## config.mk

```make
export PLATFORM = sky130hd
export DESIGN_NAME = nand_bus_seq
export DESIGN_NICKNAME = d
export VERILOG_FILES = /design/src/rtl/nand_seq_pkg.sv /design/src/rtl/nand_rb_tracker.sv /design/src/rtl/nand_strobe_timer.sv /design/src/rtl/nand_bus_seq.sv
export SDC_FILE = /design/constraint.sdc
export NUM_CORES = 1
export LEC_CHECK = 0
export BUFFER_PORTS_ARGS = -buffer_cell sky130_fd_sc_hd__buf_2
export CORE_ASPECT_RATIO = 0.5
export CORE_MARGIN = 1.5
export CORE_UTILIZATION = 45
export CTS_CLUSTER_DIAMETER = 40
export CTS_CLUSTER_SIZE = 28
export DETAILED_ROUTE_END_ITERATION = 16
export HOLD_SLACK_MARGIN = 0.12
export PLACE_DENSITY = 0.79
export SLEW_MARGIN = 10
export SYNTH_ARGS = -nofsm -noshare
export SYNTH_HDL_FRONTEND = slang
export SYNTH_SLANG_ARGS = --single-unit
```

## constraint.sdc

```tcl
create_clock -name clk -period 2 [get_ports clk]
set_clock_uncertainty 0.15 [all_clocks]
set_input_delay 0.3 -clock clk [delete_from_list [all_inputs] [get_ports clk]]
set_output_delay 0.3 -clock clk [all_outputs]
set_load 0.05 [all_outputs]
```

## src/rtl/nand_seq_pkg.sv

```systemverilog
package nand_seq_pkg;
  localparam int NREG      = 2;
  localparam int BLANK_CYC = 4;

  typedef enum logic [1:0] {K_CMD = 2'd0, K_ADDR = 2'd1, K_WR = 2'd2, K_RD = 2'd3} kind_e;
  typedef enum logic [1:0] {P_IDLE, P_SETUP, P_LOW, P_HIGH} phase_e;

  // a guarded command cannot start while protection is active
  function automatic logic is_refused(kind_e k, logic guard, logic wp_n);
    return (k == K_CMD) && guard && !wp_n;
  endfunction

  // host owns the bus for every kind but read
  function automatic logic host_drives(kind_e k);
    return k != K_RD;
  endfunction
endpackage

```

## src/rtl/nand_rb_tracker.sv

```systemverilog
module nand_rb_tracker
  import nand_seq_pkg::*;
#(
  parameter int BLANK = BLANK_CYC
) (
  input  logic            clk,
  input  logic            rst_n,
  input  logic [NREG-1:0] rb_n,
  input  logic            blank_start,
  input  logic            blank_region,
  output logic [NREG-1:0] stall
);
  localparam int CW = $clog2(BLANK + 1);

  for (genvar r = 0; r < NREG; r++) begin : g_reg
    logic [1:0]    sync_q;
    logic [CW-1:0] blank_q;

    always_ff @(posedge clk or negedge rst_n) begin
      if (!rst_n) begin
        sync_q  <= 2'b11;
        blank_q <= '0;
      end else begin
        sync_q <= {sync_q[0], rb_n[r]};
        if (blank_start && (blank_region == 1'(r)))
          blank_q <= CW'(BLANK);
        else if (blank_q != '0)
          blank_q <= blank_q - 1'b1;
      end
    end

    assign stall[r] = !sync_q[1] || (blank_q != '0);
  end
endmodule

```

## src/rtl/nand_strobe_timer.sv

```systemverilog
module nand_strobe_timer #(
  parameter int LO = 3,
  parameter int HI = 2
) (
  input  logic clk,
  input  logic rst_n,
  input  logic start_lo,
  input  logic start_hi,
  output logic last
);
  localparam int MAXW = (LO > HI) ? LO : HI;
  localparam int CW   = $clog2(MAXW + 1);

  logic [CW-1:0] cnt_q;

  always_ff @(posedge clk or negedge rst_n) begin
    if (!rst_n)            cnt_q <= '0;
    else if (start_lo)     cnt_q <= CW'(LO - 1);
    else if (start_hi)     cnt_q <= CW'(HI - 1);
    else if (cnt_q != '0)  cnt_q <= cnt_q - 1'b1;
  end

  assign last = (cnt_q == '0);
endmodule

```

## src/rtl/nand_bus_seq.sv

```systemverilog
module nand_bus_seq
  import nand_seq_pkg::*;
#(
  parameter int STROBE_LO = 3,
  parameter int STROBE_HI = 2
) (
  input  logic            clk,
  input  logic            rst_n,
  input  logic            req_valid,
  output logic            req_ready,
  input  logic [1:0]      req_kind,
  input  logic            req_region,
  input  logic            req_guard,
  input  logic [7:0]      req_byte,
  output logic            rd_valid,
  output logic [7:0]      rd_byte,
  output logic            err,
  input  logic            wp_n,
  output logic [NREG-1:0] ce_n,
  output logic            cle,
  output logic            ale,
  output logic            we_n,
  output logic            re_n,
  output logic [7:0]      io_out,
  output logic            io_oe,
  input  logic [7:0]      io_in,
  input  logic [NREG-1:0] rb_n
);
  phase_e          phase_q;
  kind_e           kind_q;
  logic            region_q;
  logic [7:0]      byte_q;
  logic            last;
  logic [NREG-1:0] stall;

  // named events for the checker
  logic accept, wp_refuse, launch, cyc_active, stall_sel, strobe_done, blank_start;

  assign stall_sel   = stall[req_region];
  assign req_ready   = (phase_q == P_IDLE) && !stall_sel;
  assign accept      = req_valid && req_ready;
  assign wp_refuse   = accept && is_refused(kind_e'(req_kind), req_guard, wp_n);
  assign launch      = accept && !wp_refuse;
  assign cyc_active  = (phase_q != P_IDLE);
  assign strobe_done = (phase_q == P_LOW) && last;
  assign blank_start = (phase_q == P_HIGH) && last && (kind_q == K_CMD);

  nand_strobe_timer #(.LO(STROBE_LO), .HI(STROBE_HI)) u_timer (
    .clk      (clk),
    .rst_n    (rst_n),
    .start_lo (phase_q == P_SETUP),
    .start_hi (strobe_done),
    .last     (last)
  );

  nand_rb_tracker #(.BLANK(BLANK_CYC)) u_rb (
    .clk          (clk),
    .rst_n        (rst_n),
    .rb_n         (rb_n),
    .blank_start  (blank_start),
    .blank_region (region_q),
    .stall        (stall)
  );

  always_ff @(posedge clk or negedge rst_n) begin
    if (!rst_n) begin
      phase_q  <= P_IDLE;
      kind_q   <= K_CMD;
      region_q <= 1'b0;
      byte_q   <= '0;
      rd_valid <= 1'b0;
      rd_byte  <= '0;
      err      <= 1'b0;
    end else begin
      err      <= wp_refuse;
      rd_valid <= strobe_done && (kind_q == K_RD);
      if (strobe_done && (kind_q == K_RD)) rd_byte <= io_in;
      unique case (phase_q)
        P_IDLE: if (launch) begin
          phase_q  <= P_SETUP;
          kind_q   <= kind_e'(req_kind);
          region_q <= req_region;
          byte_q   <= req_byte;
        end
        P_SETUP: phase_q <= P_LOW;
        P_LOW:   if (last) phase_q <= P_HIGH;
        P_HIGH:  if (last) phase_q <= P_IDLE;
        default: phase_q <= P_IDLE;
      endcase
    end
  end

  for (genvar r = 0; r < NREG; r++) begin : g_ce
    assign ce_n[r] = !(cyc_active && (region_q == 1'(r)));
  end

  always_comb begin
    cle    = cyc_active && (kind_q == K_CMD);
    ale    = cyc_active && (kind_q == K_ADDR);
    we_n   = !((phase_q == P_LOW) && host_drives(kind_q));
    re_n   = !((phase_q == P_LOW) && (kind_q == K_RD));
    io_oe  = cyc_active && host_drives(kind_q);
    io_out = byte_q;
  end
endmodule

```

Yosys cells after proc, flatten, opt, wreduce, memory -nomap -nowiden
Cells that the tools add are included.

operators by class
  multipliers = 0
  eq/ne operators = 9
  shift operators = 0
  bitwise operators = 1
  mux-type cells = 13
  add/sub/neg operators = 3
  order comparisons = 1
  div/mod/pow operators = 0
  reductions and logical operators = 43

operators with widths
  cell                                                                           count
  1-bit logical AND                                                              19
  2-bit 2-to-1 mux                                                               6
  3-bit 2-to-1 mux                                                               4
  1-bit logical NOT                                                              9
  3-bit nonzero test                                                             3
  2-bit logical NOT                                                              4
  2-bit inequality test (second input constant)                                  4
  2-bit one-hot mux with 4 select lines                                          1
  2-bit nonzero test                                                             4
  2-bit equality test (second input constant)                                    3
  3-bit by 1-bit subtractor with 3-bit output (second input constant)            2
  2-bit by 1-bit equality test with 1-bit output (second input constant)         2
  3-bit AND reduction                                                            1
  1-bit logical OR                                                               2
  1-bit by 2-bit less-than comparator with 1-bit output (second input constant)  1
  1-bit 2-to-1 mux                                                               2
  2-bit AND reduction                                                            1
  2-bit by 1-bit subtractor with 2-bit output (second input constant)            1
  1-bit NOT                                                                      1

storage, ports and cells
  bits in read-only memories = 0
  logic and storage cells = 82
  input port bits = 26
  bits in registers = 35
  output and inout bits = 26
  bits in writable memories = 0
  memories = 0
  bits in latches = 0

Logic depth before layout (Yosys ltp)
  depth after elaboration = 12
  mapped depth = 7
  mapped depth without buffers = 6

Cells and area by module
A second synthesis with hierarchy kept.

second synthesis, totals
  cells, all modules = 132
  area total of the unflattened synthesis = 1,647.8 um2

by module, submodules not included
  module             area each (um2)  times used  cells an instance
  nand_bus_seq       1,091.0          1           84
  nand_rb_tracker    447.9            1           37
  nand_strobe_timer  108.9            1           11

Worst setup path before layout
No wires, ideal clock.

  path kind = reg-to-output
  start point = reg phase_q[0]
  end point = out ale
  path slack = -0.379 ns
  data required time = 1.550 ns
  stages on the path, launching flop included = 5
  arrival time = 1.929 ns
  cells stage by stage = dfrtp_1 -> inv_1 -> ha_1 -> buf_4 -> nor3b_1

between the ends
  cells in the longest elaborated chain, start to end = 2

RTL lines
  item                      line                source
  start: declaration        nand_bus_seq.sv:29  phase_e phase_q;
  start signal: assignment  nand_bus_seq.sv:67  phase_q <= P_IDLE;
  start signal: assignment  nand_bus_seq.sv:80  phase_q <= P_SETUP;
  start signal: assignment  nand_bus_seq.sv:85  P_SETUP: phase_q <= P_LOW;
  2-bit nonzero test        nand_bus_seq.sv:44  assign cyc_active = (phase_q != P_IDLE);
  1-bit logical AND         nand_bus_seq.sv:99  ale = cyc_active && (kind_q == K_ADDR);
  end: declaration          nand_bus_seq.sv:21  output logic ale,

Every way passes these cells.

Worst setup path after layout
  start point = reg u_rb.g_reg[0].blank_q[0]
  end point = out req_ready

between the ends
  cells in the longest elaborated chain, start to end = 6

RTL lines
  item                                                  line                   source
  start: declaration                                    nand_rb_tracker.sv:17  logic [CW-1:0] blank_q;
  start signal: assignment                              nand_rb_tracker.sv:26  blank_q <= CW'(BLANK);
  start signal: assignment                              nand_rb_tracker.sv:28  blank_q <= blank_q - 1'b1;
  3-bit nonzero test                                    nand_rb_tracker.sv:32  assign stall[r] = !sync_q[1] || (blank_q != '0);
  1-bit logical OR                                      nand_rb_tracker.sv:32
  1-bit 2-to-1 mux (implied by the code) (2 in series)  nand_bus_seq.sv:39     assign stall_sel = stall[req_region];
  1-bit logical NOT                                     nand_bus_seq.sv:40     assign req_ready = (phase_q == P_IDLE) && !stall_sel;
  1-bit logical AND                                     nand_bus_seq.sv:40
  end: declaration                                      nand_bus_seq.sv:10     output logic req_ready,

Every way passes these cells. The select of a mux whose other input is x is not followed.

==> results.sh <==
export IMPL_drt_vias_per_instance=4.87
export IMPL_async_flop_share=1.00
export IMPL_grt_pass1_wl_um=6010
export IMPL_slew_violations=0
export IMPL_cp_max_fo=2
export IMPL_drt_pass1_iter_count=4
export IMPL_startpoint_type="register"
export IMPL_design_power_total_uw=4530
export IMPL_final_setup_viol_count=3
export IMPL_dp_slack_ns=-0.0367
export IMPL_hpwlAfterDp_um=2150
export IMPL_die_area_um2=4070
export IMPL_clkTransAtPathRegs_ns=0.08
export IMPL_layout_nets=248
export IMPL_rsz0062_at_grt="yes"
export IMPL_finalCritPeriodShare=1.06
export IMPL_crit_arrival_ns=1.66
export IMPL_die_w_um=88.7
export IMPL_cts_inserted_buffers=5
export IMPL_synth_distinct_cells=36
export IMPL_status="complete, but fails checks"
export IMPL_clk_latency_ns=0.29
export IMPL_grt_overflow=0
export IMPL_ant_nets=0
export IMPL_violations="negative setup slack"
export IMPL_end_kind="output port"
export IMPL_finalInstanceArea_um2=2510
export IMPL_root_buffer="clkbuf_8"
export IMPL_routedWlPerCell_um=15.6
export IMPL_required_ns=1.55
export IMPL_grt_use_total=0.206
export IMPL_num_io_pins=52
export IMPL_diodes=0
export IMPL_cts_buffer_depth=2
export IMPL_synth_top_flop_cell="dfrtp_1"
export IMPL_vias=1295
export IMPL_cellLeakagePower_uw=0.00129
export IMPL_maxSlewHeadroom=0.494
export IMPL_reg2reg_depth=7
export IMPL_grt_pass1_vias=1258
export IMPL_timing_fmax_ghz=0.474
export IMPL_layout_setup_ws_ns=-0.110
export IMPL_critPathKind="register to output port"
export IMPL_hold_path_depth=2
export IMPL_syn_area_per_cell_um2=13.9
export IMPL_area_growth_syn_to_layout_pct=52.1
export IMPL_dpl_instance_area_um2=1980
export IMPL_cts_tree="yes"
export IMPL_grt_max_degree=36
export IMPL_syn_inst=119
export IMPL_gp_congestion=0.704
export IMPL_finalHoldViolCount=0
export IMPL_tightest_slew_ns=0.759
export IMPL_drive_above_1_share=0.567
export IMPL_synth_area_um2=1650
export IMPL_synth_seq_cells=35
export IMPL_start_util=0.476
export IMPL_yosys_warnings=0
export IMPL_drc=0
export IMPL_cts_sinks=35
export IMPL_die_h_um=45.9
export IMPL_hp_class="input pin to register"
export IMPL_rows=15
export IMPL_ys_seq_area_frac=0.533
export IMPL_core_region_area_um2=3470
export IMPL_vdd_drop_max_v=0.00112
export IMPL_antenna_found_initial=0
export IMPL_mostFrequentLayoutCells="46 x buf_2, 31 x dfrtp_1, 21 x dlygate4sd3_1, 21 x buf_4, 18 x mux2_4"
export IMPL_synth_edf_count=0
export IMPL_fillCellCount=235
export IMPL_power_density_nw_per_um2=1800
export IMPL_port_buffers=51
export IMPL_cts_max_level=2
export IMPL_routed_wirelength_um=4150
export IMPL_period_needed_ns=2.11
export IMPL_syn_nets=153
export IMPL_layout_commonest_cell="buf_2"
export IMPL_fin_util=0.724
export IMPL_drt_iter0_drc=85
export IMPL_cap_violations=0
state kept, by name (all words and copies together), names as in the netlist:
| register | cells |
|---|---|
| io_out | 8 |
| rd_byte | 8 |
| u_rb.g.blank_q | 6 |
| u_rb.g.sync_q | 4 |
| kind_q | 2 |
| phase_q | 2 |
| u_timer.cnt_q | 2 |
| err | 1 |
| rd_valid | 1 |
| region_q | 1 |
final timing paths:
| kind | startpoint | endpoint | slack (ns) |
|---|---|---|---|
| min in group asynchronous | rst_n | phase_q[0] | 0.46 |
| worst max register to register | u_rb.g_reg[0].blank_q[0] | io_out[7] | 0.05 |
| max in group asynchronous | rst_n | rd_byte[0] | 0.75 |
| worst max-delay path | u_rb.g_reg[0].blank_q[0] | req_ready | -0.11 |
| worst min-delay path | req_kind[0] | kind_q[0] | 0.13 |
| worst min register to register | u_rb.g_reg[0].sync_q[0] | u_rb.g_reg[0].sync_q[1] | 0.21 |
layer usage:
layer | track usage | wire [um]
met4 | 0.0563 | 44
met5 | 0 | 0
met1 | 0.256 | 1790
met3 | 0.0616 | 173
met2 | 0.356 | 2140
cell families after synthesis:
kind of cell	after synthesis	share of synthesized area
simple gates	34	0.127
xor+xnor	2	0.0106
flops	35	0.533
compound gates	9	0.0469
mux	21	0.182
buf+inv	10	0.0394
fa+ha+maj	8	0.0606
area by class of cell:
| cell class | count | area [um^2] | area share |
|---|---|---|---|
| inverters | 7 | 26.3 | 0.0105 |
| clock inverters | 2 | 35.0 | 0.0139 |
| well taps | 51 | 63.8 | 0.0254 |
| repair buffers | 90 | 624 | 0.248 |
| clock buffers | 6 | 82.6 | 0.0329 |
| flip-flops and latches | 35 | 881 | 0.350 |
| multi-input cells | 75 | 801 | 0.319 |
where the power goes:
part	leakage [uW]	switching, uW	internal, uW
clock	0.0000612	259	403
sequential	0.000419	245	1010
combinational	0.000805	1550	1060
worst max-delay path: stages, from the launching register on:
cell and delay [ns]:
dfrtp_1 0.37, inv_2 0.06, ha_4 0.16, and4bb_1 0.22
or2_4 0.24, and2_4 0.17, buf_8 0.14
synth_stat cells (2+ instances only):
cell type | n | area [um^2]
dfstp_2 | 4 | 105
nand2_1 | 4 | 15.0
mux2i_1 | 2 | 20.0
nand2b_1 | 3 | 18.8
nor2_1 | 11 | 41.3
xnor2_1 | 2 | 17.5
nand3_1 | 2 | 10.0
nor3_1 | 2 | 10.0
dfrtp_1 | 31 | 776
ha_1 | 8 | 100
inv_1 | 7 | 26.3
mux2_4 | 18 | 270
and2_1 | 2 | 12.5
metrics by stage:
| stage | instances | TNS, ns | hold WS (ns) |
|---|---|---|---|
| 3_3_place_gp | 222 | 0 | 0.196 |
| 4_1_cts | 258 | -0.101 | 0.132 |
| 5_1_grt | 266 | -0.297 | 0.134 |
| 6_report | 266 | -0.132 | 0.135 |
| 2_1_floorplan | 119 | 0 | -0.146 |
| 3_5_place_dp | 222 | -0.133 | 0.199 |
what timing repair did:
action | 4_1_cts | 5_1_grt
hold endpoints to repair | 51 | 0
pin swaps | 5 | 1
setup buffers | 6 | 8
resized for setup | 15 | 10
endpoints found under the setup margin | 23 | 17
hold buffers | 21 | 0
cloned | 1 | 0
Power figures use the tool's default switching activity.
